### src/rtl/fts_pkg.sv
package fts_pkg;
    localparam int unsigned CNT_W = 2;

    // low address bits of the current beat from start bits and beat count
    function automatic logic [CNT_W-1:0] burst_low(input logic [CNT_W-1:0] start,
                                                   input logic [CNT_W-1:0] cnt,
                                                   input logic             lin);
        return lin ? (start + cnt) : (start ^ cnt);
    endfunction
endpackage

### src/rtl/fts_burst_seq.sv
module fts_burst_seq
    import fts_pkg::*;
#(
    parameter int unsigned ADDR_W = 6
) (
    input  logic [ADDR_W-1:0] base,
    input  logic [CNT_W-1:0]  cnt,
    input  logic              order_lin,
    output logic [ADDR_W-1:0] cur_addr
);
    always_comb begin
        cur_addr            = base;
        cur_addr[CNT_W-1:0] = burst_low(base[CNT_W-1:0], cnt, order_lin);
    end
endmodule

### src/rtl/fts_wmask_dec.sv
module fts_wmask_dec #(
    parameter int unsigned LANES = 4
) (
    input  logic             gwr_n,
    input  logic             bwr_n,
    input  logic [LANES-1:0] bsel_n,
    output logic [LANES-1:0] mask
);
    always_comb begin
        if (!gwr_n)      mask = '1;
        else if (!bwr_n) mask = ~bsel_n;
        else             mask = '0;
    end
endmodule

### src/rtl/fts_lane_array.sv
module fts_lane_array #(
    parameter int unsigned ADDR_W = 6,
    parameter int unsigned LANES  = 4,
    parameter int unsigned LANE_W = 9
) (
    input  logic                     clk,
    input  logic [LANES-1:0]         we,
    input  logic [ADDR_W-1:0]        addr,
    input  logic [LANES*LANE_W-1:0]  wdata,
    output logic [LANES*LANE_W-1:0]  rdata
);
    localparam int unsigned DEPTH = 1 << ADDR_W;

    for (genvar g = 0; g < LANES; g++) begin : g_lane
        logic [LANE_W-1:0] mem [DEPTH];

        always_ff @(posedge clk) begin
            if (we[g]) mem[addr] <= wdata[g*LANE_W +: LANE_W];
        end

        assign rdata[g*LANE_W +: LANE_W] = mem[addr];
    end
endmodule

### src/rtl/fts_burst_ram.sv
module fts_burst_ram
    import fts_pkg::*;
#(
    parameter int unsigned ADDR_W = 6,
    parameter int unsigned LANES  = 4,
    parameter int unsigned LANE_W = 9
) (
    input  logic                     clk,
    input  logic                     rst_n,
    input  logic [ADDR_W-1:0]        addr_i,
    input  logic                     strb_cpu_n,
    input  logic                     strb_ctl_n,
    input  logic                     adv_n,
    input  logic                     order_lin,
    input  logic                     ce_n,
    input  logic                     cs_hi,
    input  logic                     cs_lo_n,
    input  logic                     oe_n,
    input  logic                     gwr_n,
    input  logic                     bwr_n,
    input  logic [LANES-1:0]         bsel_n,
    input  logic                     sleep,
    input  logic [LANES*LANE_W-1:0]  wdata,
    output logic [LANES*LANE_W-1:0]  rdata,
    output logic                     rdata_en
);
    localparam int unsigned DATA_W = LANES * LANE_W;

    typedef struct packed {
        logic              sel;
        logic [ADDR_W-1:0] base;
        logic [CNT_W-1:0]  cnt;
        logic [LANES-1:0]  wmask;
    } state_t;

    state_t st_d, st_q;

    logic              sel_q;
    logic [LANES-1:0]  wmask_q;
    logic [ADDR_W-1:0] cur_addr;
    logic [LANES-1:0]  dec_mask;
    logic [LANES-1:0]  lane_we;
    logic [DATA_W-1:0] arr_rd;
    logic              enabled;
    logic              cpu_go;
    logic              start;
    logic              commit;

    assign sel_q   = st_q.sel;
    assign wmask_q = st_q.wmask;

    fts_burst_seq #(.ADDR_W(ADDR_W)) seq_i (
        .base      (st_q.base),
        .cnt       (st_q.cnt),
        .order_lin (order_lin),
        .cur_addr  (cur_addr)
    );

    fts_wmask_dec #(.LANES(LANES)) dec_i (
        .gwr_n  (gwr_n),
        .bwr_n  (bwr_n),
        .bsel_n (bsel_n),
        .mask   (dec_mask)
    );

    fts_lane_array #(.ADDR_W(ADDR_W), .LANES(LANES), .LANE_W(LANE_W)) arr_i (
        .clk   (clk),
        .we    (lane_we),
        .addr  (cur_addr),
        .wdata (wdata),
        .rdata (arr_rd)
    );

    always_comb begin
        enabled = !ce_n && cs_hi && !cs_lo_n;
        cpu_go  = !strb_cpu_n && !ce_n;
        start   = cpu_go || !strb_ctl_n;
        commit  = !sleep && st_q.sel && (st_q.wmask != '0);
        lane_we = commit ? st_q.wmask : '0;

        st_d = st_q;
        if (!sleep) begin
            if (start) begin
                if (enabled) begin
                    st_d.sel   = 1'b1;
                    st_d.base  = addr_i;
                    st_d.cnt   = '0;
                    st_d.wmask = cpu_go ? '0 : dec_mask;
                end else begin
                    st_d.sel   = 1'b0;
                    st_d.wmask = '0;
                end
            end else if (st_q.sel) begin
                if (!adv_n) st_d.cnt = st_q.cnt + 1'b1;
                st_d.wmask = dec_mask;
            end else begin
                st_d.wmask = '0;
            end
        end

        rdata_en = !sleep && !oe_n && st_q.sel && (st_q.wmask == '0);
        rdata    = rdata_en ? arr_rd : '0;
    end

    always_ff @(posedge clk or negedge rst_n) begin
        if (!rst_n) st_q <= '0;
        else        st_q <= st_d;
    end
endmodule

### config.mk
export PLATFORM = sky130hd
export DESIGN_NAME = fts_burst_ram
export DESIGN_NICKNAME = d
export VERILOG_FILES = /design/src/rtl/fts_pkg.sv /design/src/rtl/fts_burst_seq.sv /design/src/rtl/fts_wmask_dec.sv /design/src/rtl/fts_lane_array.sv /design/src/rtl/fts_burst_ram.sv
export SDC_FILE = /design/constraint.sdc
export NUM_CORES = 2
export LEC_CHECK = 0
export CAP_MARGIN = 5
export CORE_ASPECT_RATIO = 2
export CORE_UTILIZATION = 36
export DETAILED_ROUTE_END_ITERATION = 7
export DONT_BUFFER_PORTS = 1
export PLACE_DENSITY = 0.63
export SLEW_MARGIN = 20
export SYNTH_ARGS = -nofsm -noshare
export SYNTH_HDL_FRONTEND = slang
export SYNTH_HIERARCHICAL = 1
export SYNTH_SLANG_ARGS = --single-unit
### constraint.sdc
create_clock -name clk -period 3.15 [get_ports clk]
set_input_delay 0.315 -clock clk [delete_from_list [all_inputs] [get_ports clk]]
set_output_delay 0.315 -clock clk [all_outputs]
set_load 0.01 [all_outputs]
==> out/qor.txt <==
Total gr overflow: 0
Synth warn: 6
Final Skew: 0.08245 ns
Post-place setup slack: -1.255 ns
Final hold slack: 0.1739 ns
Crit path cell chain: xor2_2 -> xnor2_4 -> buf_12 -> buf_16 -> buf_16 -> buf_12 -> mux2i_4 -> o22ai_1 -> a221o_1 -> a221oi_2 -> o21ai_1 -> buf_4 -> or3_4 -> and2_4
# nets final: 6169
Slowest stage delay, CP: 0.44 ns
Final hold violation count: 0
Slew HR: 0.4298
Post-Syn Area: 88580 um^2
Final worst-path cycle share: 1.450
Crit path DAT: 4.25 ns
#FFs+latches synth: 2317
Crit end category: output pin
Buffers on Ports: 0
Vias: 55.72k
Initial core utilization: 0.3620
Post-synth EDFFs: 2304
Predominant post-synthesis flop cell: edfxtp_1
CP max FO: 8
Sink Count: 2317
Crit path time final: 4.567 ns
Via density: 5.856
P&R area growth vs syn: 26.84%
Final WS setup: -1.417 ns
CP required: 2.83 ns
Layout cell share with drive strength beyond 1: 0.3130
Asr flop ratio synth: 0.005611
P_leak: 0.03700 uW
GRT Resource Usage Total: 0.2398
CP Class: reg2out
Die Wd: 352.8 um
Cts bufs inserted: 200
Most frequent cells in the layout: edfxtp_1, buf_4, nor2_1
Worst Hold Class: in2reg
Crit start category: flip-flop
Final GP Congestion: 0.9393
Root buf cell: clkbuf_16
Max Clk Rate: 0.2190 GHz
Slew @ Worst Pin: 0.8553 ns
Clk_lat worst skew: 0.90 ns
Largest net degree at the start of global routing: 65
Clk pin slew, worst setup/hold paths: 0.07 ns
Syn nets: 5195
Commonest non-fill, non-tap cell in the layout: edfxtp_1
# setup viols final: 36
Sequential fraction of the synthesis area: 0.7847
WL per Instance: 32.18 um
Die area: 248200 um^2
DR pass1 iterations: 7
DP HPWL: 205200 um
Peak supply drop: 0.7721 mV
Total power: 105600 uW
Final wirelength: 306200 um
CTS max path bufs: 4
Core ar.: 244700 um^2
CP max-delay cell: or3_4
IO Pins: 96
TritonCTS clock tree: built
# fillers: 20.34k
DR DRC count: 0
Final core utilization: 0.4592
Max Cap Viol: 0
Mapped Cells: 5135
First-pass GRT wire length: 421200 um
Num rows: 257
Die height: 703.5 um
RSZ-0062 raised after global routing: true
Final ANT Viol Nets: 0
Status: finished, violations left
Initial drt markers: 5980
Yosys cell types: 66
Violated checks: negative setup slack
Syn Area/Cell: 17.25 um^2
Slew Limit Fails: 0
H-tree depth: 4
Initial antenna violation count: 23
Vias in the first global route: 56.77k
Pwr dens: 939.5 nW/um^2
## final timing paths
check | start | endpoint | slack (ns) | depth (start not counted)
setup / recovery | st_q[5] | rdata[20] | -1.42 | 14
setup reg to reg | st_q[5] | arr_i/g_lane[0].mem[24][1] | 0.04 | 11
max in group asynchronous | rst_n | st_q[8] | 2.19 | 2
hold / removal | bsel_n[2] | wmask_q[2] | 0.17 | 4
hold reg to reg | wmask_q[1] | wmask_q[1] | 1.05 | 3
min in group asynchronous | rst_n | st_q[9] | 0.44 | 2
## report_power, final
part	internal [uW]	switching (uW)	leakage (uW)
Sequential	33900	49.2	0.0209
Combinational	18700	27300	0.0129
Clock	14200	11500	0.00320
## metal layers
layer	track usage	routed length (um)	vias up
met4	0.2322	34350	12
met3	0.03534	19440	1030
li1	-	-	23227
met1	0.2347	94770	28572
met2	0.4282	157600	2880
met5	0	77	-
## layout make-up
| cell class | count | area, um^2 | share of cell area |
|---|---|---|---|
| flip-flops and latches | 2317 | 69520 | 0.6187 |
| multi-input cells | 2414 | 19990 | 0.1779 |
| repair buffers | 1172 | 12180 | 0.1084 |
| clock buffers | 233 | 5171 | 0.04602 |
| well taps | 3237 | 4050 | 0.03605 |
| clock inverters | 126 | 1391 | 0.01238 |
| inverters | 4 | 32.53 | 0.0002895 |
| diodes | 13 | 32.53 | 0.0002895 |
## what timing repair did
action	CTS	global route
pin swaps	118	91
cloned	17	9
setup buffers	53	28
hold buffers	105	0
endpoints found under the setup margin	919	199
resized for setup	518	219
endpoints found under the hold margin	2330	0
## kinds of logic (layout without fill, tap and decap cells)
group	count (synthesis)	in the layout	share of synthesized area
mux	271	271	0.04124
xor+xnor	2	2	0.0001978
flops	2317	2317	0.7847
other cells	0	13	0
buf+inv	406	1535	0.02088
fa+ha+maj	1	1	0.0001412
simple gates	851	853	0.04157
compound gates	1287	1287	0.1113
## critical path: cells and delay by family (launching register included)
kind | cells | cell delay (ns)
buf+inv | 5 | 0.87
mux | 1 | 0.25
flops | 1 | 0.42
compound gates | 4 | 0.74
simple gates | 2 | 0.61
xor+xnor | 2 | 0.44
## registers in the layout, indices dropped and copies added (netlist names)
signal            flops
arr_i/g_lane.mem   2304
wmask_q               4
sel_q                 1
st_q                  8
## stage by stage
step                      instance area [um^2]  TNS, ns  cells
after detailed placement                 99420  -115.66   8939
after floorplan                          88590        0   5135
final                                   112400   -47.03   9516
after CTS                               110900   -47.08   9468
after global routing                    112300   -50.16   9508
after global placement                   99420  -104.39   8939
## cells in the mapped netlist, drive strengths merged (3+ instances only)
cell type / count / share of area
a21oi: 85 / 0.0048
or3: 17 / 0.0012
mux2: 72 / 0.0092
nor3b: 3 / 0.00031
nand4: 19 / 0.0013
o221ai: 7 / 0.00069
mux4: 68 / 0.017
o22ai: 108 / 0.0076
clkbuf: 208 / 0.0088
nor2: 537 / 0.023
a22oi: 179 / 0.015
a221oi: 632 / 0.062
nor4: 31 / 0.0022
o22a: 4 / 0.00040
nor3: 39 / 0.0022
inv: 4 / 0.00017
edfxtp: 2304 / 0.78
o21a: 15 / 0.0013
and3: 3 / 0.00021
dfrtp: 13 / 0.0037
nor2b: 9 / 0.00072
mux2i: 131 / 0.015
o21ai: 151 / 0.0085
a221o: 18 / 0.0020
nand2: 107 / 0.0046
a2111oi: 3 / 0.00044
a22o: 40 / 0.0040
o32ai: 7 / 0.00069
nand2b: 9 / 0.00064
buf: 194 / 0.012
o2111ai: 3 / 0.00030
a31oi: 18 / 0.0013
and2: 44 / 0.0031
a32oi: 3 / 0.00030
or2: 5 / 0.00035
nand3: 19 / 0.0011
Power figures use the tool's default switching activity.
